`src/rtl/wdog_pkg.sv`:
```
package wdog_pkg;
  localparam logic [7:0] IDX_CTRL   = 8'h71;
  localparam logic [7:0] IDX_CFG    = 8'h72;
  localparam logic [7:0] IDX_CNT_LO = 8'h73;
  localparam logic [7:0] IDX_CNT_HI = 8'h74;

  // reload enable positions within the stored enable nibble (ctrl[7:4])
  localparam int SRC_GP    = 0;
  localparam int SRC_KBD   = 1;
  localparam int SRC_MOUSE = 2;
  localparam int SRC_CIR   = 3;

  typedef struct packed {
    logic       unit_sec;
    logic       kbrst_en;
    logic       rst_en;
    logic       pwrok_en;
    logic [3:0] route;
  } wdog_cfg_t;

  // choose the tick that matches the configured unit
  function automatic logic unit_tick(input logic sec_unit, input logic ts, input logic tm);
    return sec_unit ? ts : tm;
  endfunction

  // control register image as seen on a read
  function automatic logic [7:0] ctrl_image(input logic [3:0] en, input logic flag);
    return {en, 3'b000, flag};
  endfunction
endpackage

```
`src/rtl/wdog_regs.sv`:
```
module wdog_regs
  import wdog_pkg::*;
#(
  parameter int CNT_W = 16
) (
  input  logic             clk,
  input  logic             rst_n,
  input  logic             we,
  input  logic [7:0]       addr,
  input  logic [7:0]       wdata,
  input  logic             expire,
  output logic [7:0]       rdata,
  output logic [3:0]       src_en,
  output wdog_cfg_t        cfg,
  output logic [CNT_W-1:0] preset,
  output logic             load_stb,
  output logic [CNT_W-1:0] load_val,
  output logic             force_stb,
  output logic             flag
);
  localparam bit HAS_HI = (CNT_W > 8);
  localparam logic [CNT_W-1:0] LO_MASK = CNT_W'(8'hFF);

  logic [3:0]       en_q;
  wdog_cfg_t        cfg_q;
  logic [CNT_W-1:0] preset_q;
  logic             flag_q;
  logic             wr_ctrl, wr_cfg, wr_lo, wr_hi, clr_flag;
  logic [7:0]       rd_hi;

  assign wr_ctrl   = we && (addr == IDX_CTRL);
  assign wr_cfg    = we && (addr == IDX_CFG);
  assign wr_lo     = we && (addr == IDX_CNT_LO);
  assign wr_hi     = we && (addr == IDX_CNT_HI) && HAS_HI;
  assign clr_flag  = wr_ctrl && (wdata == 8'h00);
  assign force_stb = wr_ctrl && wdata[1];

  always_comb begin
    load_stb = wr_lo || wr_hi;
    load_val = preset_q;
    if (wr_lo)
      load_val = (preset_q & ~LO_MASK) | CNT_W'(wdata);
    else if (wr_hi)
      load_val = (preset_q & ~(LO_MASK << 8)) | (CNT_W'(wdata) << 8);
  end

  generate
    if (HAS_HI) begin : g_hi
      assign rd_hi = 8'(preset_q >> 8);
    end else begin : g_nohi
      assign rd_hi = 8'h00;
    end
  endgenerate

  always_ff @(posedge clk) begin
    if (!rst_n) begin
      en_q     <= '0;
      cfg_q    <= '0;
      preset_q <= '0;
      flag_q   <= 1'b0;
    end else begin
      if (wr_ctrl)  en_q     <= wdata[7:4];
      if (wr_cfg)   cfg_q    <= wdata;
      if (load_stb) preset_q <= load_val;
      if (expire)        flag_q <= 1'b1;
      else if (clr_flag) flag_q <= 1'b0;
    end
  end

  always_comb begin
    unique case (addr)
      IDX_CTRL:   rdata = ctrl_image(en_q, flag_q);
      IDX_CFG:    rdata = cfg_q;
      IDX_CNT_LO: rdata = preset_q[7:0];
      IDX_CNT_HI: rdata = rd_hi;
      default:    rdata = 8'h00;
    endcase
  end

  assign src_en = en_q;
  assign cfg    = cfg_q;
  assign preset = preset_q;
  assign flag   = flag_q;

  AST_FLAG_HOLD: assert property (@(posedge clk) disable iff (!rst_n)
    (flag_q && !clr_flag) |=> flag_q);
  AST_FLAG_SET: assert property (@(posedge clk) disable iff (!rst_n)
    expire |=> flag_q);
endmodule

```
`src/rtl/wdog_reload.sv`:
```
module wdog_reload
  import wdog_pkg::*;
#(
  parameter int CIR_DELAY = 8
) (
  input  logic       clk,
  input  logic       rst_n,
  input  logic [3:0] src_en,
  input  logic       gp_read,
  input  logic       kbd_evt,
  input  logic       mouse_evt,
  input  logic       cir_write,
  output logic       reload
);
  localparam int DW = $clog2(CIR_DELAY + 1);

  logic [DW-1:0] pend_q;
  logic [2:0]    direct_raw;
  logic [2:0]    direct_hit;
  logic          cir_fire;

  assign direct_raw[SRC_GP]    = gp_read;
  assign direct_raw[SRC_KBD]   = kbd_evt;
  assign direct_raw[SRC_MOUSE] = mouse_evt;

  genvar gi;
  generate
    for (gi = 0; gi < 3; gi++) begin : g_src
      assign direct_hit[gi] = direct_raw[gi] && src_en[gi];
    end
  endgenerate

  always_ff @(posedge clk) begin
    if (!rst_n)
      pend_q <= '0;
    else if (cir_write && src_en[SRC_CIR])
      pend_q <= DW'(CIR_DELAY);
    else if (pend_q != '0)
      pend_q <= pend_q - DW'(1);
  end

  assign cir_fire = src_en[SRC_CIR] && (pend_q == DW'(1));
  assign reload   = (|direct_hit) || cir_fire;

  AST_CIR_BOUND: assert property (@(posedge clk) disable iff (!rst_n)
    (pend_q <= DW'(CIR_DELAY)));
  AST_CIR_FIRE_LATE: assert property (@(posedge clk) disable iff (!rst_n)
    (cir_write && src_en[SRC_CIR]) |=> !cir_fire || (CIR_DELAY == 1));
endmodule

```
`src/rtl/wdog_count.sv`:
```
module wdog_count
  import wdog_pkg::*;
#(
  parameter int CNT_W = 16
) (
  input  logic             clk,
  input  logic             rst_n,
  input  logic             load_stb,
  input  logic [CNT_W-1:0] load_val,
  input  logic [CNT_W-1:0] preset,
  input  logic             reload,
  input  logic             force_stb,
  input  logic             tick_hit,
  output logic             expire,
  output logic             armed
);
  logic [CNT_W-1:0] cnt_q, cnt_d;
  logic             reload_eff, last_tick;

  assign armed      = (cnt_q != '0);
  assign reload_eff = reload && armed;
  assign last_tick  = tick_hit && (cnt_q == CNT_W'(1));
  assign expire     = force_stb || (!load_stb && !reload_eff && last_tick);

  always_comb begin
    if (load_stb)               cnt_d = load_val;
    else if (force_stb)         cnt_d = '0;
    else if (reload_eff)        cnt_d = preset;
    else if (tick_hit && armed) cnt_d = cnt_q - CNT_W'(1);
    else                        cnt_d = cnt_q;
  end

  always_ff @(posedge clk) begin
    if (!rst_n) cnt_q <= '0;
    else        cnt_q <= cnt_d;
  end

  AST_HOLD_NO_TICK: assert property (@(posedge clk) disable iff (!rst_n)
    (!load_stb && !force_stb && !reload && !tick_hit) |=> $stable(cnt_q));
  AST_IDLE_QUIET: assert property (@(posedge clk) disable iff (!rst_n)
    (!armed && !force_stb) |-> !expire);
  AST_RELOAD_VALUE: assert property (@(posedge clk) disable iff (!rst_n)
    (reload_eff && !load_stb && !force_stb) |=> (cnt_q == $past(preset)));
  AST_ZERO_AFTER_EXPIRE: assert property (@(posedge clk) disable iff (!rst_n)
    (expire && !load_stb) |=> !armed);
endmodule

```
`src/rtl/wdog_unit_timer.sv`:
```
module wdog_unit_timer
  import wdog_pkg::*;
#(
  parameter int CNT_W     = 16,
  parameter int CIR_DELAY = 8
) (
  input  logic       clk,
  input  logic       rst_n,
  input  logic       cfg_we,
  input  logic [7:0] cfg_addr,
  input  logic [7:0] cfg_wdata,
  output logic [7:0] cfg_rdata,
  input  logic       tick_sec,
  input  logic       tick_min,
  input  logic       gp_read,
  input  logic       cir_write,
  input  logic       kbd_evt,
  input  logic       mouse_evt,
  output logic       wdt_rst_o,
  output logic       kbrst_o,
  output logic       pwrok_o,
  output logic [3:0] irq_route_o
);
  logic [3:0]       src_en;
  wdog_cfg_t        cfg;
  logic [CNT_W-1:0] preset, load_val;
  logic             load_stb, force_stb, flag;
  logic             reload, expire, armed, tick_hit;
  logic             kbrst_q, pwrok_q;

  wdog_regs #(.CNT_W(CNT_W)) u_regs (
    .clk(clk), .rst_n(rst_n), .we(cfg_we), .addr(cfg_addr), .wdata(cfg_wdata),
    .expire(expire), .rdata(cfg_rdata), .src_en(src_en), .cfg(cfg),
    .preset(preset), .load_stb(load_stb), .load_val(load_val),
    .force_stb(force_stb), .flag(flag)
  );

  wdog_reload #(.CIR_DELAY(CIR_DELAY)) u_reload (
    .clk(clk), .rst_n(rst_n), .src_en(src_en), .gp_read(gp_read),
    .kbd_evt(kbd_evt), .mouse_evt(mouse_evt), .cir_write(cir_write),
    .reload(reload)
  );

  assign tick_hit = unit_tick(cfg.unit_sec, tick_sec, tick_min);

  wdog_count #(.CNT_W(CNT_W)) u_count (
    .clk(clk), .rst_n(rst_n), .load_stb(load_stb), .load_val(load_val),
    .preset(preset), .reload(reload), .force_stb(force_stb),
    .tick_hit(tick_hit), .expire(expire), .armed(armed)
  );

  always_ff @(posedge clk) begin
    if (!rst_n) begin
      kbrst_q <= 1'b0;
      pwrok_q <= 1'b0;
    end else begin
      kbrst_q <= expire && cfg.kbrst_en;
      pwrok_q <= expire && cfg.pwrok_en;
    end
  end

  assign kbrst_o     = kbrst_q;
  assign pwrok_o     = pwrok_q;
  assign wdt_rst_o   = flag && cfg.rst_en;
  assign irq_route_o = cfg.route;

  AST_KBRST_CAUSE: assert property (@(posedge clk) disable iff (!rst_n)
    kbrst_o |-> $past(expire));
  AST_PWROK_CAUSE: assert property (@(posedge clk) disable iff (!rst_n)
    pwrok_o |-> $past(expire));
  AST_RST_NEEDS_FLAG: assert property (@(posedge clk) disable iff (!rst_n)
    wdt_rst_o |-> flag);
  AST_FORCE_FIRES: assert property (@(posedge clk) disable iff (!rst_n)
    force_stb |=> (flag && !armed));
endmodule

```
`config.mk`:
```
export PLATFORM = sky130hd
export DESIGN_NAME = wdog_unit_timer
export DESIGN_NICKNAME = d
export VERILOG_FILES = /design/src/rtl/wdog_pkg.sv /design/src/rtl/wdog_regs.sv /design/src/rtl/wdog_reload.sv /design/src/rtl/wdog_count.sv /design/src/rtl/wdog_unit_timer.sv
export SDC_FILE = /design/constraint.sdc
export NUM_CORES = 1
export LEC_CHECK = 0
export BUFFER_PORTS_ARGS = -buffer_cell sky130_fd_sc_hd__buf_2
export CAP_MARGIN = 20
export CORE_UTILIZATION = 58
export CTS_CLUSTER_DIAMETER = 80
export CTS_CLUSTER_SIZE = 25
export DETAILED_ROUTE_END_ITERATION = 7
export GPL_TIMING_DRIVEN = 0
export HOLD_SLACK_MARGIN = 0.08
export MAX_ROUTING_LAYER = met4
export PLACE_DENSITY = 0.85
export REMOVE_ABC_BUFFERS = 1
export SYNTH_ARGS = -nofsm -noshare
export SYNTH_HDL_FRONTEND = slang
export SYNTH_SLANG_ARGS = --single-unit
```
`constraint.sdc`:
```
create_clock -name clk -period 2.2 [get_ports clk]
set_input_delay 0.44 -clock clk [delete_from_list [all_inputs] [get_ports clk]]
set_output_delay 0.44 -clock clk [all_outputs]
set_load 0.01 [all_outputs]
```
==> results.md <==
- Status: finished clean
- Dominant cell by count in the synthesized netlist: sky130_fd_sc_hd__dfxtp_1
- Final hold slack: roughly 0.42 ns
- Endpoint required time on the critical path: between 2 and 2.5 ns
- Post-synthesis sequential area ratio: 0.323
- Clock Sink Count: 51
- Largest fanout of any net on the critical path: 14
- Setup Crit Path Kind: reg -> reg
- Initial antenna violation count: 0
- Count of hold buffers inserted by post-cts repair: 0
- Type of element launching the critical path: flop
- Share of power burned in the clock network: 0.243
- Top-level port count: 40
- Number of global-route vias before repair: about 2,700
- Fraction of final layout cells with drive strength greater than 1: 0.199
- Number of endpoints failing setup at the final stage: 0
- Floorplan core area: roughly 5200 sq um
- Reg area: 1020 sq um
- Relative area change from synthesis to final layout: 11.9%
- Skew-Pair Late Insertion Delay: ~0.31 ns
- Placer congestion estimate: between 0.9 and 1
- Actual transition at the worst max-transition pin: 0.776 ns
- Count of state elements after synthesis: 51
- Delay of the slowest critical-path stage: 0.57 ns
- Final non-filler cell total: around 480
- Vias after detailed routing: around 3,300
- Peak VDD IR: 0.000506 V
- Post-route clock period utilization: 0.994
- Synthesized cell area: between 3000 and 4000 sq um
- Initial Utilization: 0.610
- Worst clock skew: between 0.008 and 0.009 ns
- CTS Buffer Depth: 2
- Nets: approximately 440
- Buffers on Ports: 39
- Clock transition at the register clock pins on the worst setup and hold paths after CTS: ~0.1 ns
- Number of cell rows: 26
- Number of hold violations in the final report: 0
- Area enclosed by the die boundary: 5740 sq um
- Post-route antenna net violation count: 0
- Time the worst path needs with I/O delays and setup: between 2 and 2.5 ns
- Root buffer cell: sky130_fd_sc_hd__clkbuf_8
- Net switching fraction of the power: 0.334
- Post-detailed-route DRC marker count: 0
- Post-route worst setup slack: roughly 0.014 ns
- Primary flip-flop cell chosen by synthesis mapping: sky130_fd_sc_hd__dfxtp_1
- Number of maximum-capacitance constraint violations: 0
- Largest cells by area after synthesis: sky130_fd_sc_hd__dfxtp_1, sky130_fd_sc_hd__a21boi_0, sky130_fd_sc_hd__nand2_1
- Max-slew violation count: 0
- Combinational share of power: 0.285
- Power after layout: 2.32 mW
- Fraction of post-synthesis cell area in the top cell type by area: 0.323
- Detailed placement HPWL: between 5000 and 6000 um
- Width of the chip: ~76 um
- Per-instance average area after synthesis: about 8.3 sq um
- Internal power contribution: around 1.5 mW
- Htree depth: 2
- Total grt overflow: 0
- Antenna fix cells: 0
- Layout fillers: between 400 and 500
- Sequential group share of total power: 0.472
- Nature of the critical path endpoint: flop
- Largest net degree at the start of global routing: 50
- Top post-synthesis cells by count: sky130_fd_sc_hd__dfxtp_1, sky130_fd_sc_hd__nand2_1, sky130_fd_sc_hd__a21boi_0, sky130_fd_sc_hd__nand3_1, sky130_fd_sc_hd__clkbuf_1
- Area of the multi-input gates: about 2000 sq um
- Clock tree from TritonCTS: built
- Cts bufs inserted: 5
- Area of all placed cells without fillers: roughly 3500 sq um
- Achievable Freq: between 400 and 500 MHz
- Height of the die: between 70 and 80 um
- WL final: just over 9000 um
- Leak pwr: ~1.3 nW
- Slowest library cell on the worst path: sky130_fd_sc_hd__o22ai_2
- Power dissipated by switching net loads: 0.777 mW
- Total Neg Setup Slack: 0 ns
- Routed wirelength normalized by instance count: 19.2 um
- Length of the first detailed-routing pass in iterations: 7
- Worst hold path type: in -> reg
- Fraction of registers with async set/reset: 0
- Total instance count after detailed placement: ~460
- Post-detailed-route via-to-cell ratio: slightly below 7
- Post-place setup slack: -0.651 ns
- Ratio of total power to cell area: 658 nW/um^2
- Setup repair after global routing missed its margin: yes
- Gate count after technology mapping: around 380
- Global-route wire length before repair: about 13,000 um
- Cell type with the largest total area after synthesis: sky130_fd_sc_hd__dfxtp_1
- Final Core Density: 0.683
- Max transition margin: 0.483
- Number of unique standard cell types used by synthesis: 59
- Number of flops mapped to enable cells by yosys: 0
- Worst-path cell chain: inv_1 -> ha_1 -> nor3b_1 -> and4_4 -> o22ai_2 -> o21ai_1 -> a21oi_1
- Post-placement cell area: 3290 sq um
- YS warnings: 0
- Initial DRC count: 403
- Total routing usage reported by global routing: 0.319
- Worst EP arrival: ~2.4 ns
## logic make-up after synthesis
group,share of synthesized area
AO/OA/AOI/OAI,0.285
flip-flops,0.323
AND/OR/NAND/NOR,0.250
multiplexers,0.0190
buffers and inverters,0.0630
adder cells (fa/ha/maj),0.0238
XOR/XNOR,0.0361
## registers in the layout, indices dropped and copies added, names as in the netlist
register and cells:
pwrok_o 1, u_regs.src_en 4, u_regs.flag 1, u_regs.cfg 8, u_regs.preset 16, kbrst_o 1, u_reload.pend_q 4, u_count.cnt_q 16
## cells in the final DEF, fill, tap and decap left out, types with 4 or more instances in the layout
master                     netlist  layout
sky130_fd_sc_hd__dfxtp_1        51      51
sky130_fd_sc_hd__nand2_1        43      43
sky130_fd_sc_hd__buf_2           6      39
sky130_fd_sc_hd__a21boi_0       25      25
sky130_fd_sc_hd__nand3_1        23      23
sky130_fd_sc_hd__o21ai_0        16      15
sky130_fd_sc_hd__a22o_1         14      14
sky130_fd_sc_hd__nor3_1         14      13
sky130_fd_sc_hd__nor2_1         11      10
sky130_fd_sc_hd__a31oi_1        10      10
sky130_fd_sc_hd__a21oi_1         9       9
sky130_fd_sc_hd__inv_1           7       7
sky130_fd_sc_hd__nor2b_1         7       7
sky130_fd_sc_hd__xnor2_1         7       7
sky130_fd_sc_hd__a22oi_1         7       7
sky130_fd_sc_hd__buf_4           5       7
sky130_fd_sc_hd__nand2b_1        6       6
sky130_fd_sc_hd__mux2i_1         6       6
sky130_fd_sc_hd__o21ai_1         5       6
sky130_fd_sc_hd__xor2_1          6       6
sky130_fd_sc_hd__a211o_1         6       6
sky130_fd_sc_hd__ha_1            6       6
sky130_fd_sc_hd__a221o_1         5       5
sky130_fd_sc_hd__clkbuf_8        0       5
sky130_fd_sc_hd__a222oi_1        4       4
sky130_fd_sc_hd__o221a_1         4       4
## what timing repair did
item                       in CTS  in global routing
setup endpoints to repair      27                 21
gates resized for setup        16                  3
setup buffers                   0                  8
pin swaps                       1                  1
cloned                          1                  2
## worst max-delay path, delay by kind of cell, from the launching register on
family	cells	cell delay [ns]
and+or+nand+nor	2	0.42
adders and majority gates	1	0.22
AOI/OAI and AO/OA	3	0.86
DFF	1	0.48
buffers and inverters	1	0.13
## path summary, 6_finish.rpt
| path | start | end | slack, ns | cells after the start |
|---|---|---|---|---|
| max | u_count.cnt_q[0] | u_count.cnt_q[15] | 0.01 | 7 |
| min | cir_write | u_reload.pend_q[3] | 0.42 | 3 |
| max reg2reg | u_count.cnt_q[0] | u_count.cnt_q[15] | 0.01 | 7 |
| min reg2reg | u_regs.cfg[0] | u_regs.cfg[0] | 0.50 | 2 |
## cell type report
cell class	instances	share of cell area
Multi-Input combinational cell	292	0.572
Sequential cell	51	0.289
Timing Repair Buffer	49	0.0811
Tap cell	70	0.0248
Clock buffer	6	0.0205
Inverter	7	0.00744
Clock inverter	2	0.00496
## routing by layer
layer / part of all wire / track usage
met3: 0.095 / 0.0476
met2: 0.46 / 0.500
met5: 0 / -
met4: 0.029 / 0.0947
met1: 0.41 / 0.426
## power by group through the flow
stage               Sequential [mW]  Clock (mW)  Combinational [mW]
floorplan                      1.08           0               0.449
global placement               1.10           0               0.564
detailed placement             1.11           0               0.594
CTS                            1.09       0.563               0.614
global route                   1.11       0.596               0.719
finish                         1.10       0.565               0.663
No activity file was read; power rests on OpenSTA's default activity.
